$ cat config.mk
export PLATFORM = sky130hd
export DESIGN_NAME = evctr_unit
export DESIGN_NICKNAME = d
export VERILOG_FILES = /design/src/rtl/evctr_pkg.sv /design/src/rtl/evctr_counter.sv /design/src/rtl/evctr_ctrl.sv /design/src/rtl/evctr_unit.sv
export SDC_FILE = /design/constraint.sdc
export NUM_CORES = 2
export LEC_CHECK = 0
export BUFFER_PORTS_ARGS = -buffer_cell sky130_fd_sc_hd__buf_2
export CORE_ASPECT_RATIO = 0.5
export CORE_MARGIN = 3
export CORE_UTILIZATION = 30
export DETAILED_ROUTE_END_ITERATION = 6
export GPL_TIMING_DRIVEN = 1
export HOLD_SLACK_MARGIN = 0.12
export PLACE_DENSITY = 0.51
export SYNTH_ARGS = -nofsm -noshare
export SYNTH_HDL_FRONTEND = slang
export SYNTH_HIERARCHICAL = 1
export SYNTH_SLANG_ARGS = --single-unit
$ cat constraint.sdc
create_clock -name clk -period 6.2 [get_ports clk]
set_input_delay 0.93 -clock clk [delete_from_list [all_inputs] [get_ports clk]]
set_output_delay 0.93 -clock clk [all_outputs]
set_load 0.02 [all_outputs]
$ cat src/rtl/evctr_pkg.sv
package evctr_pkg;

    localparam int NUM_CNT   = 16;
    localparam int CNT_W     = 48;
    localparam int CODE_W    = 8;
    localparam int REG_W     = 32;
    localparam int ADDR_W    = 16;
    localparam int CODES_PER = REG_W / CODE_W;
    localparam int IDX_W     = $clog2(NUM_CNT);

    localparam logic [ADDR_W-1:0] A_MASK = 16'h0804;
    localparam logic [ADDR_W-1:0] A_STAT = 16'h0808;
    localparam logic [ADDR_W-1:0] A_CLR  = 16'h080C;
    localparam logic [ADDR_W-1:0] A_RUN  = 16'h1E00;
    localparam logic [ADDR_W-1:0] A_CEN  = 16'h1E04;
    localparam logic [ADDR_W-1:0] A_SEL0 = 16'h1E80;
    localparam logic [ADDR_W-1:0] A_CNT0 = 16'h1F00;

    localparam logic [CODE_W-1:0] CODE_NONE = '1;

    typedef enum logic [2:0] {
        RS_NONE, RS_MASK, RS_STAT, RS_CLR, RS_RUN, RS_CEN, RS_SEL, RS_CNT
    } reg_sel_e;

    typedef struct packed {
        reg_sel_e         sel;
        logic [IDX_W-1:0] idx;
        logic             hi;
    } reg_dec_t;

    function automatic reg_dec_t decode(input logic [ADDR_W-1:0] a);
        reg_dec_t d;
        logic [ADDR_W-1:0] off_c;
        logic [ADDR_W-1:0] off_s;
        d     = '{sel: RS_NONE, idx: '0, hi: 1'b0};
        off_c = a - A_CNT0;
        off_s = a - A_SEL0;
        if (a[1:0] == 2'b00) begin
            if (a == A_MASK)      d.sel = RS_MASK;
            else if (a == A_STAT) d.sel = RS_STAT;
            else if (a == A_CLR)  d.sel = RS_CLR;
            else if (a == A_RUN)  d.sel = RS_RUN;
            else if (a == A_CEN)  d.sel = RS_CEN;
            else if (a >= A_SEL0 && int'(off_s) < 4 * (NUM_CNT / CODES_PER)) begin
                d.sel = RS_SEL;
                d.idx = IDX_W'(off_s >> 2);
            end else if (a >= A_CNT0 && int'(off_c) < 8 * NUM_CNT) begin
                d.sel = RS_CNT;
                d.idx = off_c[3 +: IDX_W];
                d.hi  = off_c[2];
            end
        end
        return d;
    endfunction

endpackage

$ cat src/rtl/evctr_counter.sv
module evctr_counter
    import evctr_pkg::*;
#(
    parameter int EV_W = 64
) (
    input  logic              clk,
    input  logic              rst,
    input  logic [EV_W-1:0]   ev_vec,
    input  logic [CODE_W-1:0] code,
    input  logic              run,
    input  logic              wr_wide,
    input  logic              wr_lo,
    input  logic              wr_hi,
    input  logic [CNT_W-1:0]  wdata,
    output logic [CNT_W-1:0]  value,
    output logic              wrap
);
    localparam int EV_IDX_W = (EV_W > 1) ? $clog2(EV_W) : 1;

    logic [CNT_W-1:0] value_q, value_d;
    logic             hit, wr_any;

    assign wr_any = wr_wide | wr_lo | wr_hi;
    assign hit    = (code != CODE_NONE) && (int'(code) < EV_W)
                    && ev_vec[code[EV_IDX_W-1:0]];

    always_comb begin
        value_d = value_q;
        wrap    = 1'b0;
        if (wr_wide)      value_d = wdata;
        else if (wr_lo)   value_d[31:0] = wdata[31:0];
        else if (wr_hi)   value_d[CNT_W-1:32] = wdata[CNT_W-33:0];
        else if (run && hit) begin
            value_d = value_q + 1'b1;
            wrap    = &value_q;
        end
    end

    always_ff @(posedge clk) begin
        if (rst) value_q <= '0;
        else     value_q <= value_d;
    end

    assign value = value_q;

    assert_step_R3: assert property (@(posedge clk) disable iff (rst)
        !wr_any |=> (value_q == $past(value_q)) || (value_q == CNT_W'($past(value_q) + 1'b1)));
    assert_none_code_R4: assert property (@(posedge clk) disable iff (rst)
        (code == CODE_NONE && !wr_any) |=> $stable(value_q));
    assert_gate_R5: assert property (@(posedge clk) disable iff (rst)
        (!run && !wr_any) |=> $stable(value_q));
    assert_sw_wins_R10: assert property (@(posedge clk) disable iff (rst)
        wr_wide |=> value_q == $past(wdata));

endmodule

$ cat src/rtl/evctr_ctrl.sv
module evctr_ctrl
    import evctr_pkg::*;
(
    input  logic                          clk,
    input  logic                          rst,
    input  logic                          bus_wr,
    input  reg_dec_t                      dec,
    input  logic [REG_W-1:0]              wdata,
    input  logic [NUM_CNT-1:0]            wrap,
    output logic                          run_en,
    output logic [NUM_CNT-1:0]            cnt_en,
    output logic [NUM_CNT-1:0][CODE_W-1:0] codes,
    output logic [NUM_CNT-1:0]            mask,
    output logic [NUM_CNT-1:0]            status,
    output logic                          irq
);
    logic [NUM_CNT-1:0] clr_vec;

    assign clr_vec = (bus_wr && dec.sel == RS_CLR) ? wdata[NUM_CNT-1:0] : '0;

    always_ff @(posedge clk) begin
        if (rst) begin
            run_en <= 1'b0;
            cnt_en <= '0;
            codes  <= '0;
            mask   <= '1;
            status <= '0;
            irq    <= 1'b0;
        end else begin
            status <= (status & ~clr_vec) | wrap;
            irq    <= |(status & ~mask);
            if (bus_wr) begin
                case (dec.sel)
                    RS_RUN:  run_en <= wdata[0];
                    RS_CEN:  cnt_en <= wdata[NUM_CNT-1:0];
                    RS_MASK: mask   <= wdata[NUM_CNT-1:0];
                    RS_SEL: begin
                        for (int c = 0; c < NUM_CNT; c++) begin
                            if (c / CODES_PER == int'(dec.idx))
                                codes[c] <= wdata[CODE_W*(c % CODES_PER) +: CODE_W];
                        end
                    end
                    default: ;
                endcase
            end
        end
    end

    assert_reset_mask_R1: assert property (@(posedge clk) disable iff (rst)
        $past(rst) |-> (&mask && status == '0 && !irq));
    assert_flag_sticky_R6: assert property (@(posedge clk) disable iff (rst)
        (($past(status) & ~$past(clr_vec) & ~status) == '0));
    assert_set_beats_clear_R8: assert property (@(posedge clk) disable iff (rst)
        |wrap |=> ((status & $past(wrap)) == $past(wrap)));
    assert_masked_quiet_R9: assert property (@(posedge clk) disable iff (rst)
        (&mask) |=> !irq);

endmodule

$ cat src/rtl/evctr_unit.sv
module evctr_unit
    import evctr_pkg::*;
#(
    parameter int EV_W = 64
) (
    input  logic              clk,
    input  logic              rst,
    input  logic              bus_wr,
    input  logic              bus_wide,
    input  logic [ADDR_W-1:0] bus_addr,
    input  logic [63:0]       bus_wdata,
    output logic [63:0]       bus_rdata,
    input  logic [EV_W-1:0]   ev_i,
    output logic              irq_o
);
    reg_dec_t                       dec;
    logic                           run_en;
    logic [NUM_CNT-1:0]             cnt_en, mask, status, wrap;
    logic [NUM_CNT-1:0][CODE_W-1:0] codes;
    logic [NUM_CNT-1:0][CNT_W-1:0]  cnt_val;

    assign dec = decode(bus_addr);

    evctr_ctrl u_ctrl (
        .clk    (clk),
        .rst    (rst),
        .bus_wr (bus_wr),
        .dec    (dec),
        .wdata  (bus_wdata[REG_W-1:0]),
        .wrap   (wrap),
        .run_en (run_en),
        .cnt_en (cnt_en),
        .codes  (codes),
        .mask   (mask),
        .status (status),
        .irq    (irq_o)
    );

    for (genvar i = 0; i < NUM_CNT; i++) begin : g_cnt
        logic hit_me;
        assign hit_me = bus_wr && dec.sel == RS_CNT && int'(dec.idx) == i;
        evctr_counter #(.EV_W(EV_W)) u_cnt (
            .clk     (clk),
            .rst     (rst),
            .ev_vec  (ev_i),
            .code    (codes[i]),
            .run     (run_en && cnt_en[i]),
            .wr_wide (hit_me && bus_wide && !dec.hi),
            .wr_lo   (hit_me && !bus_wide && !dec.hi),
            .wr_hi   (hit_me && !bus_wide && dec.hi),
            .wdata   (bus_wdata[CNT_W-1:0]),
            .value   (cnt_val[i]),
            .wrap    (wrap[i])
        );
    end

    always_comb begin
        bus_rdata = '0;
        case (dec.sel)
            RS_MASK: bus_rdata = 64'(mask);
            RS_STAT: bus_rdata = 64'(status);
            RS_RUN:  bus_rdata = 64'(run_en);
            RS_CEN:  bus_rdata = 64'(cnt_en);
            RS_SEL: begin
                for (int j = 0; j < CODES_PER; j++)
                    bus_rdata[CODE_W*j +: CODE_W] = codes[CODES_PER*int'(dec.idx) + j];
            end
            RS_CNT: begin
                if (dec.hi)        bus_rdata = 64'(cnt_val[dec.idx] >> 32);
                else if (bus_wide) bus_rdata = 64'(cnt_val[dec.idx]);
                else               bus_rdata = 64'(cnt_val[dec.idx][31:0]);
            end
            default: bus_rdata = '0;
        endcase
    end

    assert_rdata_top_zero_R2: assert property (@(posedge clk) disable iff (rst)
        bus_rdata[63:48] == 16'h0);

endmodule

== Word level (Yosys, flattened, before mapping) ==
Index checks and enable logic that the tools add are counted.

* Muxes and demuxes: 224
* Add/sub/neg operators: 21
* Bitwise gates (word level): 5
* Equal/unequal tests: 78
* Magnitude comparators: 41
* Reductions and logical operators: 256

{| class="wikitable"
|+ Operator list
! kind !! count
|-
| 48-bit 2-to-1 mux || 34
|-
| 32-bit 2-to-1 mux || 33
|-
| 48-bit by 1-bit adder with 48-bit output, second input constant || 16
|-
| 48-bit AND reduction || 16
|-
| 16-bit 2-to-1 mux || 33
|-
| 48-bit binary-select mux with 4-bit select || 1
|-
| 32-bit one-hot mux with 6 select lines || 1
|-
| 1-bit logical AND || 164
|-
| 8-bit by 7-bit less-than comparator with 1-bit output, second input constant || 16
|-
| 8-bit inequality test, second input constant || 16
|-
| 6-bit by 7-bit less-than comparator with 1-bit output, second input constant || 16
|-
| 1-bit binary-select mux with 6-bit select || 16
|-
| 8-bit binary-select mux with 4-bit select || 3
|-
| 3-bit nonzero test || 32
|-
| 1-bit 2-to-1 mux || 81
|-
| 8-bit 2-to-1 mux || 9
|-
| 2-bit AND reduction || 35
|-
| 64-bit 2-to-1 mux || 1
|-
| 16-bit by 12-bit == test with 1-bit output, second input constant || 3
|-
| 3-bit by 1-bit inequality test with 1-bit output, second input constant || 16
|-
| 16-bit AND || 2
|-
| 16-bit by 13-bit == test with 1-bit output, second input constant || 2
|-
| 4-bit == test, second input constant || 8
|-
| 16-bit by 13-bit greater-or-equal comparator with 1-bit output, second input constant || 2
|-
| other kinds (28) || 69
|}

* Register bits after elaboration: 946
* Word-level logic and storage cells: 678
* Output and inout bits: 65

== Depth between registers and ports, before layout ==
* Depth in word-level cells: 20
* Mapped depth: 21
* Depth with buffers taken out: 16

== By module ==
The synthesis kept the hierarchy.

{| class="wikitable"
|+ Modules (own cells, without submodules)
! module !! cells an instance !! times used !! area an instance (µm²)
|-
| evctr_counter || 454 || 16 || 3662.3
|-
| evctr_unit || 1204 || 1 || 7198.2
|-
| evctr_ctrl || 789 || 1 || 6468.7
|}

== Worst setup path after synthesis ==
OpenSTA, ideal clock, no wires.

* Path kind: input -> register
* Start: input port bus_addr[7]
* End: register g_cnt[5].u_cnt.value_q[20]
* Arrival time: 4803 ps
* Buffers on the path: 5
* Slack: 1312 ps
* Library setup time: 86 ps
* Stages: 19
* Path through: inv_1 -> ha_1 -> or4b_1 -> a21oi_2 -> o221ai_4 -> o31ai_4 -> and2_1 -> buf_2 -> buf_4 -> buf_4 -> nand2_1 -> buf_2 -> nor4_1 -> inv_1 -> a32oi_2 -> clkbuf_1 -> nor3_1 -> xnor2_1 -> a211oi_1

* Word-level cells in the longest chain between the ends: 18
* Elaborated cells between the ends (all ways): 42

{| class="wikitable"
|+ RTL lines
! what !! line !! text
|-
| start: declaration || evctr_unit.sv:10 || <nowiki>input logic [ADDR_W-1:0] bus_addr,</nowiki>
|-
| 16-bit by 13-bit subtractor with 16-bit output || evctr_pkg.sv:36 || <nowiki>off_c = a - A_CNT0;</nowiki>
|-
| 16-bit by 8-bit less-than comparator with 1-bit output || evctr_pkg.sv:47 || <nowiki>end else if (a >= A_CNT0 && int'(off_c) < 8 * NUM_CNT) begin</nowiki>
|-
| 1-bit logical AND || evctr_pkg.sv:47 ||
|-
| 8-bit 2-to-1 mux || evctr_pkg.sv:47 ||
|-
| 7-bit 2-to-1 mux || evctr_pkg.sv:44 || <nowiki>else if (a >= A_SEL0 && int'(off_s) < 4 * (NUM_CNT / CODES_PER)) begin</nowiki>
|-
| 3-bit 2-to-1 mux || evctr_pkg.sv:43 || <nowiki>else if (a == A_CEN) d.sel = RS_CEN;</nowiki>
|-
| 3-bit 2-to-1 mux || evctr_pkg.sv:42 || <nowiki>else if (a == A_RUN) d.sel = RS_RUN;</nowiki>
|-
| 3-bit 2-to-1 mux || evctr_pkg.sv:41 || <nowiki>else if (a == A_CLR) d.sel = RS_CLR;</nowiki>
|-
| 3-bit 2-to-1 mux || evctr_pkg.sv:40 || <nowiki>else if (a == A_STAT) d.sel = RS_STAT;</nowiki>
|-
| 3-bit 2-to-1 mux || evctr_pkg.sv:39 || <nowiki>if (a == A_MASK) d.sel = RS_MASK;</nowiki>
|-
| 8-bit 2-to-1 mux (*) || evctr_pkg.sv:38 || <nowiki>if (a[1:0] == 2'b00) begin</nowiki>
|-
| 3-bit == test || evctr_unit.sv:41 || <nowiki>assign hit_me = bus_wr && dec.sel == RS_CNT && int'(dec.idx) == i;</nowiki>
|-
| 1-bit logical AND (2 in series) || evctr_unit.sv:41 ||
|-
| 1-bit logical AND (on tied branches) || evctr_unit.sv:49, evctr_unit.sv:50, evctr_unit.sv:48 ||
|-
| 1-bit logical AND (on tied branches) || evctr_unit.sv:50, evctr_unit.sv:48, evctr_unit.sv:49 ||
|-
| 3-bit by 1-bit inequality test with 1-bit output (no line) (tied with other cells) || n/a ||
|-
| 2-bit AND reduction (no line) / 48-bit 2-to-1 mux (equally long branches) || n/a ||
|-
| end signal: assignment || evctr_counter.sv:41 || <nowiki>else value_q <= value_d;</nowiki>
|-
| end: declaration || evctr_counter.sv:20 || <nowiki>logic [CNT_W-1:0] value_q, value_d;</nowiki>
|}

Mark *: on every way between the ends. The rest lies on a longest branch, timed or not.
A chain may end at the register's enable or synchronous reset.

== Worst setup path in the final report ==
* Start: input port bus_addr[8]
* End: output port bus_rdata[12]

* Word-level cells in the longest chain between the ends: 16
* Elaborated cells between the ends (all ways): 42

{| class="wikitable"
|+ RTL lines
! what !! line !! text
|-
| 16-bit by 13-bit subtractor with 16-bit output || evctr_pkg.sv:36 ||
|-
| 16-bit by 8-bit less-than comparator with 1-bit output || evctr_pkg.sv:47 ||
|-
| 1-bit logical AND || evctr_pkg.sv:47 ||
|-
| 8-bit 2-to-1 mux || evctr_pkg.sv:47 ||
|-
| 7-bit 2-to-1 mux || evctr_pkg.sv:44 ||
|-
| 5-bit 2-to-1 mux || evctr_pkg.sv:43 ||
|-
| 5-bit 2-to-1 mux || evctr_pkg.sv:42 ||
|-
| 5-bit 2-to-1 mux || evctr_pkg.sv:41 ||
|-
| 5-bit 2-to-1 mux || evctr_pkg.sv:40 ||
|-
| 5-bit 2-to-1 mux || evctr_pkg.sv:39 ||
|-
| 8-bit 2-to-1 mux (*) || evctr_pkg.sv:38 ||
|-
| 6-bit by 1-bit adder with 7-bit output / 48-bit binary-select mux with 4-bit select (equally long branches) || n/a ||
|-
| 8-bit binary-select mux with 4-bit select / 48-bit 2-to-1 mux (equally long branches) || evctr_unit.sv:66, evctr_unit.sv:71 ||
|-
| 8-bit 2-to-1 mux (implied by the code) / 48-bit 2-to-1 mux (equally long branches) || evctr_unit.sv:66, evctr_unit.sv:70 ||
|-
| 8-bit 2-to-1 mux (implied by the code) / 64-bit 2-to-1 mux (equally long branches) || evctr_unit.sv:66, evctr_unit.sv:69 ||
|-
| 32-bit one-hot mux with 6 select lines (*) || evctr_unit.sv:59 || <nowiki>case (dec.sel)</nowiki>
|-
| end: declaration || evctr_unit.sv:12 || <nowiki>output logic [63:0] bus_rdata,</nowiki>
|}

Mark *: on every way between the ends. The rest lies on a longest branch, timed or not. The select of a mux whose other input is x is not followed.

==> results.md <==
Synthesis:
- The mean cell area of the mapped netlist is 7.81 sq um.
- The most used flip-flop cell after synthesis is dfxtp_1.
- After synthesis, the share of flip-flops with an asynchronous set or reset is 0%.
- The post-synthesis register bit count is about 950.
- Yosys printed 6 warnings.
- The synthesized area is 0.0723 sq mm.
- The number of library cell types mapped by synthesis is 91.
- The number of instances in the synthesized netlist is 9257.
- Sequential cells were found to cover 26.2% of the synthesized design area.
- The synthesized design contains 0 enable-type register cells.

Detailed routing:
- The detailed router placed a little over 80000 vias in this run.
- The mean number of vias per cell is roughly 6.5.
- The total wire length after detailed routing is roughly 440000 microns.
- The per-cell routed wire length is 34.8 microns.
- The count of antenna-violating nets left after detailed routing is 0.
- The first TritonRoute pass finished after 7 iterations.
- The total DRC errors in the routed layout is 1.
- For this block, the initial DRC count from the detailed router was 12962.

Timing:
- Setup violations remaining at the end of the flow were counted as 2.
- The worst clock skew is around 0.05 ns.
- The fraction of the cycle the final worst path needs is 101%.
- After layout, the worst setup slack is -0.0394 ns.
- The max-slew violation count is 0.
- The final number of hold-violating endpoints was 0.
- The maximum achievable frequency is between 150 and 200 MHz.
- After layout, the minimum clock period comes to 6.24 ns.
- Measured against its own limit, the worst slew margin works out to 0.0376%.
- The slew at the pin closest to its max-slew limit is ~1.5 ns.
- Setup repair after global routing left no endpoint under its margin.
- The smallest hold slack is roughly 0.47 ns.

Placement:
- The pre-CTS setup slack is around 0.18 ns.
- The port buffer count is 180.
- The HPWL after detailed placement is approximately 320000 microns.
- The number of placed instances, taps included, is roughly 13000.
- The area after detailed placement is a little under 0.08 sq mm.
- The final estimated routing congestion in global placement is between 1 and 1.5.

GRT:
- The total routing resource utilization after global routing is roughly 34%.
- The first global-routing pass estimated 603000 microns of wire.
- The total congestion overflow is 0.
- The largest net degree at the start of global routing is 160.
- The initial antenna violation count is 37.
- The via count of the first global-routing pass was approximately 74000.

Clock tree:
- The number of hold buffers added after CTS is 0.
- The H-tree was split into 3 levels.
- TritonCTS created between 100 and 150 clock buffers.
- TritonCTS built the clock tree.
- CTS saw approximately 950 sinks.
- At the later pin of the worst-skew pair, clock insertion delay measures around 0.80 ns.
- Clock-pin slew was measured on the worst setup and hold paths at 0.06 ns.
- The worst-case clock buffer depth is 3.
- In this run the clock root is driven by a clkbuf_16.

Outcome:
- The flow ran to the end, but the final reports show violations.
- The checks that failed: DRC, setup timing.

Worst setup path:
- The maximum fanout along the worst path is 11.
- The arrival time of the worst setup path is ~5.3 ns.
- The critical path class is in2out.
- STA classifies the critical path startpoint as an input pin.
- For flop-to-flop paths, the worst setup slack is between 1.5 and 2 ns.
- STA puts the critical path data required time at 5.27 ns.
- STA classifies the critical path endpoint as an output pin.

Floorplan:
- The initial standard-cell utilization of the core is between 30% and 40%.
- The floorplan core area is approximately 0.24 sq mm.
- 213 I/O pins were placed.
- After floorplanning, the core was divided into approximately 130 placement rows.
- The width of the chip is approximately 700 microns.
- The die is roughly 350 microns tall.
- The die covers approximately 0.25 sq mm.

Job:
- The tool flagged a number of max-cap violations equal to 0.

Power and ir drop:
- The switching power share of the total is roughly 28%.
- The net switching power figure is 4.11 mW.
- The total power after layout is approximately 15 mW.
- The internal power component is a little over 10 mW.
- Power spread over the standard cell area amounts to about 170 mW/mm^2.
- Of the total power, combinational logic draws approximately 7.4%.
- The peak supply drop is 0.216 mV.
- Sequential cells account for a little over two fifths of the total power.
- The clock network is responsible for between 50% and 60% of the overall power.
- The analysis attributes to cell leakage a power of 25.6 nW.

Final layout:
- The number of filler instances in the final layout is about 25000.
- The post-synthesis to final-layout area growth is 14.9%.
- The final non-filler cell total is between 10000 and 15000.
- The sequential cell area in the final layout is approximately 0.019 sq mm.
- At the end of the flow, the number of nets in the layout was 9577.
- The share of layout cells above drive strength 1 is roughly 14%.
- The area of combinational cells with multiple inputs is 0.0498 sq mm.
- The final non-filler cell area is just over 0.08 sq mm.

Worst hold path:
- The path class of the tightest hold or removal check is reg2reg.
-- layer usage --
metal / vias to the layer above / track usage [%] / wire length, microns
met1: 41081 / 46.3 / 181000
met4: 16 / 17.3 / 26600
li1: 35457 / - / -
met3: 1012 / 11.9 / 61500
met5: - / 0.135 / 126
met2: 5590 / 46.8 / 174000
-- cells in the mapped netlist, drive strengths merged, types with 79 or more instances --
cell    count  share of area (%)
nor4      188                1.9
and3      218                1.9
and4      116                1.4
xnor2     448                5.4
a211oi    447                4.6
nand3     300                2.1
mux2i     252                3.5
o211ai    142                1.5
a221o      83                1.1
dfxtp     946                 26
clkbuf    454                2.4
nor2     1029                5.3
and2      131                1.1
nor3b      88               0.94
nor3      403                2.8
buf       228                2.0
o22ai     329                2.8
o21ai     286                2.0
inv       212                1.1
a22oi      79               0.82
nand4     185                1.6
a21oi     444                3.2
mux4      224                7.0
nand2    1039                5.4
-- power by group through the flow --
stage	Combinational, mW	Clock [mW]	Sequential, mW
4_1_cts	1.02	7.40	6.07
3_3_place_gp	1.01	0	6.21
6_report	1.07	7.36	6.07
5_1_grt	1.06	7.63	6.07
2_1_floorplan	0.339	0	6.21
3_5_place_dp	1.02	0	6.21
-- per-stage QoR --
step / util (%) / setup TNS [ns]
finish: 34.9 / -0.0494
global route: 34.9 / 0
CTS: 34.9 / 0
detailed placement: 33.3 / 0
global placement: 33.3 / 0
floorplan: - / 0
-- worst paths after layout --
check	startpoint	cells after the start	to
worst max-delay path	bus_addr[8]	16	bus_rdata[12]
worst min-delay path	u_ctrl/codes[1]	2	u_ctrl/codes[1]
worst max register to register	u_ctrl/codes[72]	7	g_cnt[9].u_cnt/value[2]
worst min register to register	u_ctrl/codes[1]	2	u_ctrl/codes[1]
-- timing repair --
| action | in CTS | in global routing |
|---|---|---|
| resized for setup | 0 | 1 |
| buffers inserted | 0 | 1 |
| setup endpoints to repair | 0 | 3 |
| hold endpoints to repair | 0 | 0 |
-- cell type report --
cell class / instances / share of cell area (%)
Multi-Input combinational cell: 7432 / 59.9
Tap cell: 3200 / 4.82
Clock buffer: 143 / 3.72
Antenna cell: 19 / 0.0573
Inverter: 212 / 0.959
Sequential cell: 946 / 22.8
Timing Repair Buffer: 712 / 6.78
Clock inverter: 58 / 0.909
-- layout by cell type, fill, tap and decap left out, types with 224 or more instances in the layout --
| cell type | count |
|---|---|
| nand2_1 | 1034 |
| a211oi_1 | 447 |
| nand3_1 | 298 |
| o22ai_1 | 329 |
| mux4_2 | 224 |
| o21ai_0 | 276 |
| mux2i_1 | 252 |
| dfxtp_1 | 946 |
| xnor2_1 | 448 |
| nor2_1 | 989 |
| a21oi_1 | 411 |
| buf_4 | 480 |
| nor3_1 | 401 |
-- registers in the layout, indices dropped and copies added, names as in the netlist --
name / count
u_ctrl/run_en: 1
g_cnt.u_cnt/value: 768
u_ctrl/codes: 128
u_ctrl/status: 16
u_ctrl/cnt_en: 16
u_ctrl/mask: 16
u_ctrl/irq: 1
-- worst max-delay path, stage by stage --
cell and delay, ns:
buf_2 0.15, inv_1 0.06, ha_1 0.24, or4b_1 0.51, a21oi_2 0.20, o221ai_4 0.24, buf_4 0.24, o31ai_4 0.48
and2_2 0.28, buf_4 0.22, nand2_1 0.48, o22ai_1 0.41, or4_1 0.30, o221ai_1 0.17, buf_4 0.22, buf_2 0.16
-- logic make-up after synthesis --
group | after synthesis | share of synthesized area [%]
and+or+nand+nor | 4005 | 27.7
AOI/OAI and AO/OA | 2450 | 24.2
muxes | 480 | 10.5
other | 1 | 0.00519
buffers and inverters | 894 | 5.42
adders and majority gates | 17 | 0.294
xor gates and xnor gates | 464 | 5.62
DFF | 946 | 26.2
No activity file was read; power rests on OpenSTA's default activity.
